File: config.mk
export PLATFORM = sky130hd
export DESIGN_NAME = rc_duty_mapper
export DESIGN_NICKNAME = d
export VERILOG_FILES = /design/src/rtl/rc_duty_pkg.sv /design/src/rtl/rc_pulse_classify.sv /design/src/rtl/rc_duty_scale.sv /design/src/rtl/rc_duty_outreg.sv /design/src/rtl/rc_duty_mapper.sv
export SDC_FILE = /design/constraint.sdc
export NUM_CORES = 1
export LEC_CHECK = 0
export BUFFER_PORTS_ARGS = -buffer_cell sky130_fd_sc_hd__buf_2
export CAP_MARGIN = 20
export CELL_PAD_IN_SITES_DETAIL_PLACEMENT = 0
export CELL_PAD_IN_SITES_GLOBAL_PLACEMENT = 1
export CORE_UTILIZATION = 40
export CTS_BUF_LIST = sky130_fd_sc_hd__clkbuf_8
export DETAILED_ROUTE_END_ITERATION = 10
export PLACE_DENSITY = 0.76
export SYNTH_ARGS = -nofsm -noshare
export SYNTH_HDL_FRONTEND = slang
export SYNTH_SLANG_ARGS = --single-unit
File: constraint.sdc
create_clock -name clk -period 13.8 [get_ports clk]
set_input_delay 0.69 -clock clk [delete_from_list [all_inputs] [get_ports clk]]
set_output_delay 0.69 -clock clk [all_outputs]
set_load 0.02 [all_outputs]
File: src/rtl/rc_duty_pkg.sv
// Package: shared types for the pulse-to-duty mapper.
// Assumes: the brake code is two bits wide and is decoded by the motor driver.
package rc_duty_pkg;

    // Brake request codes seen at the block's output.
    typedef enum logic [1:0] {
        BRK_NONE    = 2'd0,
        BRK_NEUTRAL = 2'd1,
        BRK_LOW     = 2'd2
    } brake_e;

    // Outcome of pulse classification.
    typedef enum logic [1:0] {
        CLS_ERROR = 2'd0,
        CLS_ZERO  = 2'd1,
        CLS_DRIVE = 2'd2
    } pulse_cls_e;

endpackage

File: src/rtl/rc_pulse_classify.sv
// Module: rc_pulse_classify
// Purely combinational decision chain. It checks the pulse against the
// minimum width, then the low-brake zone, then the side of neutral and the
// deadband. It produces the class, brake code, direction, the net distance
// and the gain to apply.
// Assumes: all widths are unsigned tick counts of the same width.
module rc_pulse_classify
    import rc_duty_pkg::*;
#(
    parameter int PW_W   = 16,
    parameter int GAIN_W = 16
) (
    input  logic [PW_W-1:0]   pulse_width,
    input  logic [PW_W-1:0]   pulse_min,
    input  logic [PW_W-1:0]   neutral_pos,
    input  logic [PW_W-1:0]   low_cal,
    input  logic [PW_W-1:0]   low_band,
    input  logic [PW_W-1:0]   dead_band,
    input  logic [GAIN_W-1:0] fwd_gain,
    input  logic [GAIN_W-1:0] rev_gain,
    input  logic              bidir_en,
    input  logic              low_brake_en,
    input  logic              brake_en,
    output pulse_cls_e        cls,
    output brake_e            brake,
    output logic              rev_dir,
    output logic [PW_W-1:0]   net,
    output logic [GAIN_W-1:0] gain
);

    logic            too_short;
    logic            low_zone_ok;
    logic [PW_W-1:0] low_thresh;
    logic            in_low_zone;
    logic            below_neutral;
    logic [PW_W-1:0] distance;
    logic            beyond_band;
    brake_e          zero_brake;

    // Compute the low-brake threshold without wrapping below zero.
    always_comb begin
        low_zone_ok = (low_band <= low_cal);
        low_thresh  = low_cal - low_band;
        in_low_zone = low_brake_en && low_zone_ok && (pulse_width < low_thresh);
    end

    // Measure the distance from neutral and remove the deadband.
    always_comb begin
        too_short     = (pulse_width < pulse_min);
        below_neutral = (pulse_width < neutral_pos);
        distance      = below_neutral ? (neutral_pos - pulse_width)
                                      : (pulse_width - neutral_pos);
        beyond_band   = (distance > dead_band);
        net           = beyond_band ? (distance - dead_band) : '0;
        zero_brake    = brake_en ? BRK_NEUTRAL : BRK_NONE;
    end

    // Resolve the priority chain into one outcome.
    always_comb begin
        cls     = CLS_ZERO;
        brake   = BRK_NONE;
        rev_dir = 1'b0;
        gain    = fwd_gain;
        if (too_short) begin
            cls = CLS_ERROR;
        end else if (in_low_zone) begin
            cls   = CLS_ZERO;
            brake = BRK_LOW;
        end else if (below_neutral && !bidir_en) begin
            cls   = CLS_ZERO;
            brake = zero_brake;
        end else begin
            rev_dir = below_neutral;
            gain    = below_neutral ? rev_gain : fwd_gain;
            if (beyond_band) begin
                cls = CLS_DRIVE;
            end else begin
                cls   = CLS_ZERO;
                brake = zero_brake;
            end
        end
    end

endmodule

File: src/rtl/rc_duty_scale.sv
// Module: rc_duty_scale
// Multiplies the net distance by a fractional gain and keeps the integer
// part. It then adds the duty floor and clamps the result to the ceiling.
// Combinational; the caller registers the result.
// Assumes: PW_W + 1 >= DUTY_W and MAX_POWER fits in DUTY_W bits.
module rc_duty_scale #(
    parameter int PW_W      = 16,
    parameter int GAIN_W    = 16,
    parameter int DUTY_W    = 11,
    parameter int MIN_DUTY  = 40,
    parameter int MAX_POWER = 1000
) (
    input  logic [PW_W-1:0]   net,
    input  logic [GAIN_W-1:0] gain,
    output logic [DUTY_W-1:0] duty_calc
);

    localparam int PROD_W = PW_W + GAIN_W;
    localparam int SUM_W  = PW_W + 1;

    localparam logic [SUM_W-1:0]  FLOOR_S = SUM_W'(MIN_DUTY);
    localparam logic [SUM_W-1:0]  CEIL_S  = SUM_W'(MAX_POWER);
    localparam logic [DUTY_W-1:0] CEIL_D  = DUTY_W'(MAX_POWER);

    logic [PROD_W-1:0] product;
    logic [PW_W-1:0]   whole;
    logic [SUM_W-1:0]  sum;

    // Fixed-point multiply, keep the integer bits only.
    always_comb begin
        product = PROD_W'(net) * PROD_W'(gain);
        whole   = product[PROD_W-1:GAIN_W];
    end

    // Offset by the floor and clamp to the power ceiling.
    always_comb begin
        sum       = FLOOR_S + SUM_W'(whole);
        duty_calc = (sum > CEIL_S) ? CEIL_D : sum[DUTY_W-1:0];
    end

endmodule

File: src/rtl/rc_duty_outreg.sv
// Module: rc_duty_outreg
// Output register stage. It loads all four outputs together on a valid
// strobe and holds them otherwise. An error keeps the previous duty.
// Assumes: synchronous active-low reset.
module rc_duty_outreg
    import rc_duty_pkg::*;
#(
    parameter int DUTY_W = 11
) (
    input  logic              clk,
    input  logic              rst_n,
    input  logic              load,
    input  pulse_cls_e        cls,
    input  brake_e            brake,
    input  logic              rev_dir,
    input  logic [DUTY_W-1:0] duty_calc,
    output logic [DUTY_W-1:0] duty_q,
    output logic              rev_q,
    output logic [1:0]        brake_q,
    output logic              err_q
);

    // Capture the evaluated result on each strobe.
    always_ff @(posedge clk) begin
        if (!rst_n) begin
            duty_q  <= '0;
            rev_q   <= 1'b0;
            brake_q <= BRK_NONE;
            err_q   <= 1'b0;
        end else if (load) begin
            unique case (cls)
                CLS_ERROR: begin
                    err_q   <= 1'b1;
                    rev_q   <= 1'b0;
                    brake_q <= BRK_NONE;
                end
                CLS_DRIVE: begin
                    err_q   <= 1'b0;
                    rev_q   <= rev_dir;
                    brake_q <= brake;
                    duty_q  <= duty_calc;
                end
                default: begin
                    err_q   <= 1'b0;
                    rev_q   <= rev_dir;
                    brake_q <= brake;
                    duty_q  <= '0;
                end
            endcase
        end
    end

endmodule

File: src/rtl/rc_duty_mapper.sv
// Module: rc_duty_mapper (top)
// Maps a strobed pulse width to duty, direction, brake request and error.
// The result appears one cycle after the strobe.
// Assumes: the calibration inputs are stable while the strobe is high.
module rc_duty_mapper
    import rc_duty_pkg::*;
#(
    parameter int PW_W      = 16,
    parameter int GAIN_W    = 16,
    parameter int DUTY_W    = 11,
    parameter int MIN_DUTY  = 40,
    parameter int MAX_POWER = 1000
) (
    input  logic              clk,
    input  logic              rst_n,
    input  logic              pulse_valid,
    input  logic [PW_W-1:0]   pulse_width,
    input  logic [PW_W-1:0]   pulse_min,
    input  logic [PW_W-1:0]   neutral_pos,
    input  logic [PW_W-1:0]   low_cal,
    input  logic [PW_W-1:0]   low_band,
    input  logic [PW_W-1:0]   dead_band,
    input  logic [GAIN_W-1:0] fwd_gain,
    input  logic [GAIN_W-1:0] rev_gain,
    input  logic              bidir_en,
    input  logic              low_brake_en,
    input  logic              brake_en,
    output logic [DUTY_W-1:0] duty,
    output logic              reverse,
    output logic [1:0]        brake_req,
    output logic              pulse_err
);

    pulse_cls_e        cls;
    brake_e            brake;
    logic              rev_dir;
    logic [PW_W-1:0]   net;
    logic [GAIN_W-1:0] gain;
    logic [DUTY_W-1:0] duty_calc;

    rc_pulse_classify #(
        .PW_W   (PW_W),
        .GAIN_W (GAIN_W)
    ) u_classify (
        .pulse_width  (pulse_width),
        .pulse_min    (pulse_min),
        .neutral_pos  (neutral_pos),
        .low_cal      (low_cal),
        .low_band     (low_band),
        .dead_band    (dead_band),
        .fwd_gain     (fwd_gain),
        .rev_gain     (rev_gain),
        .bidir_en     (bidir_en),
        .low_brake_en (low_brake_en),
        .brake_en     (brake_en),
        .cls          (cls),
        .brake        (brake),
        .rev_dir      (rev_dir),
        .net          (net),
        .gain         (gain)
    );

    rc_duty_scale #(
        .PW_W      (PW_W),
        .GAIN_W    (GAIN_W),
        .DUTY_W    (DUTY_W),
        .MIN_DUTY  (MIN_DUTY),
        .MAX_POWER (MAX_POWER)
    ) u_scale (
        .net       (net),
        .gain      (gain),
        .duty_calc (duty_calc)
    );

    rc_duty_outreg #(
        .DUTY_W (DUTY_W)
    ) u_outreg (
        .clk       (clk),
        .rst_n     (rst_n),
        .load      (pulse_valid),
        .cls       (cls),
        .brake     (brake),
        .rev_dir   (rev_dir),
        .duty_calc (duty_calc),
        .duty_q    (duty),
        .rev_q     (reverse),
        .brake_q   (brake_req),
        .err_q     (pulse_err)
    );

endmodule

# After elaboration in Yosys (flattened, before gate mapping)
# Cells that the tools add are included.
# totals
register_bits	15
out_inout_bits	15
wordCells	47
# op_classes
n_addsub	5
multipliers	1
order_cmp	6
eq_ne	1
n_mux	23
n_bitwise	1
n_reduce_logical	6
# op_table
cell	count
$mux 16	6
$sub 16x16->16	4
$lt 16x16->1	3
$mul 16x16->32	1
$pmux 11 s2	1
$mux 2	9
$add 6x16->17 const A	1
$gt 17x10->1 const B	1
$gt 16x16->1	1
$le 16x16->1	1
$mux 11	1
$mux 1	6
$logic_and 1x1->1	3
$eq 2x2->1 const B	1
$logic_not 2->1	1
$reduce_and 2->1	1
$logic_not 1->1	1
$not 1->1	1

# Logic depth before layout (Yosys ltp)
# depth
word_depth	10
mapped_depth	56
mapped_depth_nobuf	54

# Modules after synthesis
# A second synthesis with hierarchy kept.
# hier_totals
cells_unflattened	1722
area_unflattened_um2	14022.2
# modules_own_cells
mod	n_inst	cells_each	area_each_um2	seq_area_each_um2
rc_duty_scale	1	1057	9101.2	0.0
rc_pulse_classify	1	597	4261.6	0.0
rc_duty_outreg	1	68	659.4	300.3

# Worst setup path before layout
# Ideal clock, no wire load.
# synth_timing
path_kind	input-to-reg
from	input port pulse_width[11]
to	register u_outreg.duty_q[3]
setup_ps	120
t_arrival_ps	11930
t_required_ps	13680
slack_ps	1750
stages	49
n_path_buf	5
path_cell_list	inv_1 -> ha_1 -> clkbuf_1 -> nand3_1 -> nor4_1 -> o311ai_2 -> nand2_2 -> buf_1 -> clkbuf_1 -> mux2i_1 -> xnor2_1 -> ha_1 -> o21ai_0 -> a21boi_1 -> o21ai_0 -> a21boi_1 -> o21ai_0 -> a21boi_1 -> (+13 left out) -> inv_1 -> fa_1 -> inv_1 -> ha_1 -> buf_6 -> a21oi_1 -> o21ai_2 -> a221o_1 -> a2111o_1 -> a311o_1 -> a21oi_2 -> nor2b_1 -> o31a_1 -> and4bb_1 -> and3_1 -> o211a_1 -> nor2_2 -> o31a_1
# synth_between
elab_chain_cells	10
# synth_rtl
item	line_no	source
from (decl)	rc_duty_mapper.sv:17	input logic [PW_W-1:0] pulse_width,
branches (longest 10 deep; another with $mul 16x16->32)	--	
to (signal assigned)	rc_duty_outreg.sv:41	duty_q <= duty_calc;
to (decl)	rc_duty_outreg.sv:17	output logic [DUTY_W-1:0] duty_q,
# Several ways; the timed one is not identified.
# A chain may end at the register's enable or synchronous reset.

# Final worst setup path
# layout_timing
from	input port low_band[1]
to	register u_outreg.duty_q[3]
# layout_between
elab_chain_cells	10
# layout_rtl
item	line_no	source
from (decl)	rc_duty_mapper.sv:21	input logic [PW_W-1:0] low_band,
$sub 16x16->16 or $le 16x16->1 (tied branches)	rc_pulse_classify.sv:43, rc_pulse_classify.sv:42	
$lt 16x16->1 or $logic_and 1x1->1 (tied branches)	rc_pulse_classify.sv:44	in_low_zone = low_brake_en && low_zone_ok && (pulse_width < low_thresh);
$logic_and 1x1->1 (*)	rc_pulse_classify.sv:44	
$mux 16	rc_pulse_classify.sv:66	end else if (in_low_zone) begin
$mux 16	rc_pulse_classify.sv:64	if (too_short) begin
$mul 16x16->32	rc_duty_scale.sv:31	product = PROD_W'(net) * PROD_W'(gain);
$add 6x16->17	rc_duty_scale.sv:37	sum = FLOOR_S + SUM_W'(whole);
$gt 17x10->1	rc_duty_scale.sv:38	duty_calc = (sum > CEIL_S) ? CEIL_D : sum[DUTY_W-1:0];
$mux 11	rc_duty_scale.sv:38	
$pmux 11 s2	rc_duty_outreg.sv:31	unique case (cls)
# Mark *: on every way between the ends. The rest lies on a longest branch, timed or not.

==> impl_metrics.csv <==
group,metric,value,unit
die,ios,149,
logic_synthesis,synth_compound_area_share,13.9,%
clock_tree,clkTransAtPathRegs,0.07,ns
setup_path,crit_type,"primary input to flop",
logic_synthesis,yosysSeqAreaShare,2.24,%
setup_path,crit_arrival,12.84,ns
finish,fin_util,44.7,%
logic_synthesis,synth_seq_cells,15,
clock_tree,cts-buffers-inserted,3,
die,die_y,185,um
clock_tree,clock_latency,0.26,ns
place,io_buffers,148,
global_route,grt_pass1_vias,12000,
setup_path,worst_setup_path_start_kind,"primary input",
clock_tree,cts_tree,"built",
timing,min_period,12.69,ns
timing,final.setup_skew,0,ns
logic_synthesis,postSynthAreaPerCell,7.86,um2
setup_path,cpMaxStageDelayCell,"mux2i_1",
finish,nFillCells,3377,
logic_synthesis,synthTopCellsByArea,"fa_1 29%, ha_1 18%, inv_1 9.3%",
logic_synthesis,synth_cells,1709,
die,placement_rows,66,
route,first_pass_iters,7,
global_route,antenna_found_initial,4,
route,wl_per_cell,17.4,um
logic_synthesis,synth_top_family_by_area,"adder cells",
clock_tree,cts_sinks,15,
timing,finalSetupViolCount,0,
clock_tree,root_buffer,"clkbuf_8",
clock_tree,cts_resized,0,
timing,tns,0,ns
logic_synthesis,ys_types,86,
global_route,track_usage,24.0,%
route,post-route-drc-count,0,
route,vias,11800,
finish,drive_gt1_share,12.4,%
job,cap_violations,0,
place,dpl.hpwl,34300,um
setup_path,worst-path-max-fanout,31,
logic_synthesis,synthArstFlopShare,0,%
timing,relSlewSlack,24.2,%
logic_synthesis,synth_mux_area_share,3.29,%
logic_synthesis,synth_fa_ha_area_share,47.6,%
worst_hold_path,hold_depth,1,
logic_synthesis,yosysTopAreaCellShare,29.4,%
clock_tree,htreeDepth,1,
global_route,grt_max_degree,32,
route,viasPerCell,5.23,
clock_tree,post_cts_buffers,0,
setup_path,cpMostUsedCell,"inv_1",
timing,rsz0062_at_grt,"false",
logic_synthesis,synth_warnings,0,
finish,area_delta_synth_final,9.19,%
logic_synthesis,synth-simple-area-share,18.4,%
logic_synthesis,synth_top_area_cell,"fa_1",
timing,hold_viol,0,
finish,nets,2352,
logic_synthesis,synth_fp_nets,2236,
route,final_antenna_net_count,0,
global_route,grt_pass1_wl,64300,um
clock_tree,clockBufferDepth,2,
setup_path,crit_required,13.95,ns
logic_synthesis,synth-xor-area-share,3.50,%
die,core,32800,um2
global_route,grt.overflow.total,0,
setup_path,rr_worst_depth,3,
clock_tree,hold_buffers,0,
worst_hold_path,hold_path_class,"flop to flop",
outcome,status,"complete, no violations",
timing,fmax,0.0788,GHz
logic_synthesis,synth_area,13400,um2
die,start_util,41.0,%
die,die_x,185,um
die,dieArea,34300,um2
timing,worst_pin_slew,1.11,ns
timing,timing.final.crit_share,91.9,%
route,drt_iter0_markers,690,
logic_synthesis,synth_edf_count,0,
logic_synthesis,synth_flop_cell,"dfxtp_1",
place,place.gp.congestion,0.956,
setup_path,max_stage_delay,0.91,ns
setup_path,critPathCaptureType,"flop",
timing,maxSlewViolCount,0,
route,finalWirelength,39400,um
[per-stage QoR]
step / worst slack, ns / instances / hold slack [ns] / cell area (um2)
floorplan: 1.75 / 1709 / 0.532 / 13400
global placement: 1.24 / 2262 / 0.435 / 14600
detailed placement: 0.914 / 2262 / 0.439 / 14600
CTS: 1.16 / 2266 / 0.457 / 14700
global route: 0.238 / 2267 / 0.472 / 14700
finish: 1.11 / 2267 / 0.453 / 14700
[state kept, by name, indices dropped and copies added (netlist names)]
name,flops
u_outreg.err_q,1
u_outreg.brake_q,2
u_outreg.rev_q,1
u_outreg.duty_q,11
[cells in the final DEF (no fill, tap or decap), drive strengths merged, types with 3 or more instances in the layout]
| cell type | n |
|---|---|
| a2111o | 4 |
| a211oi | 13 |
| a21boi | 9 |
| a21o | 27 |
| a21oi | 82 |
| a221o | 3 |
| a311oi | 7 |
| a31o | 3 |
| a31oi | 10 |
| and2 | 20 |
| and3 | 13 |
| buf | 162 |
| clkbuf | 3 |
| dfxtp | 15 |
| fa | 197 |
| ha | 196 |
| inv | 335 |
| mux2 | 16 |
| mux2i | 25 |
| nand2 | 213 |
| nand2b | 13 |
| nand3 | 13 |
| nand4 | 27 |
| nor2 | 177 |
| nor2b | 22 |
| nor3 | 16 |
| nor4 | 12 |
| o211ai | 6 |
| o21a | 7 |
| o21ai | 64 |
| o21bai | 8 |
| o22ai | 3 |
| o31a | 3 |
| o31ai | 6 |
| or2 | 7 |
| or3 | 6 |
| xnor2 | 33 |
| xor2 | 19 |
[Yosys cell counts (8+ instances only)]
cell type and n:
mux2_2 13, o21bai_1 8, nand3_1 13, o21ai_0 54
dfxtp_1 15, a21o_1 26, nor3_1 15, nor2_1 176
inv_1 334, nand4_1 26, a21oi_1 78, nand2b_1 13
nor2b_1 22, xor2_1 19, clkbuf_1 40, a31oi_1 10
xnor2_1 31, a211oi_1 12, fa_1 197, ha_1 196
nor4_1 10, mux2i_1 25, and2_1 18, nand2_1 212
and3_1 12
[per-layer routing]
layer	track usage, %	part of all wire [%]	up-vias
met4	3.31	1.3	2
met5	0	0.033	-
met1	33.8	47	5710
li1	-	-	5741
met3	3.11	6.0	32
met2	39.9	46	364
[path summary, 6_finish.rpt]
path	startpoint	end	slack, ns
setup / recovery	low_band[1]	u_outreg.duty_q[3]	1.11
hold reg to reg	u_outreg.err_q	u_outreg.err_q	0.45
hold / removal	u_outreg.err_q	u_outreg.err_q	0.45
setup reg to reg	u_outreg.duty_q[3]	u_outreg.duty_q[3]	13.03
[cells by family after synthesis]
family / after synthesis
AOI/OAI and AO/OA: 275
xor gates and xnor gates: 52
adders and majority gates: 393
buffers and inverters: 386
DFF: 15
muxes: 41
and+or+nand+nor: 547
[final cells by class]
type / instances / area [um2] / share of cell area, %
Tap cell: 442 / 553 / 3.77
Clock buffer: 3 / 41.3 / 0.282
Sequential cell: 15 / 300 / 2.05
Antenna cell: 1 / 2.50 / 0.0171
Multi-Input combinational cell: 1308 / 11700 / 79.5
Timing Repair Buffer: 162 / 846 / 5.77
Inverter: 335 / 1260 / 8.58
Clock inverter: 1 / 7.51 / 0.0512
[critical path: cells and delay by family]
family | cells | cell delay [ns]
AOI/OAI and AO/OA | 22 | 4.61
adders and majority gates | 9 | 3.59
and+or+nand+nor | 7 | 1.33
muxes | 2 | 1.29
buffers and inverters | 9 | 1.00
xor gates and xnor gates | 1 | 0.27
Power is left out: the tool's default activity adds up to more than one toggle a clock period on the data nets, which glitch-free logic cannot reach.
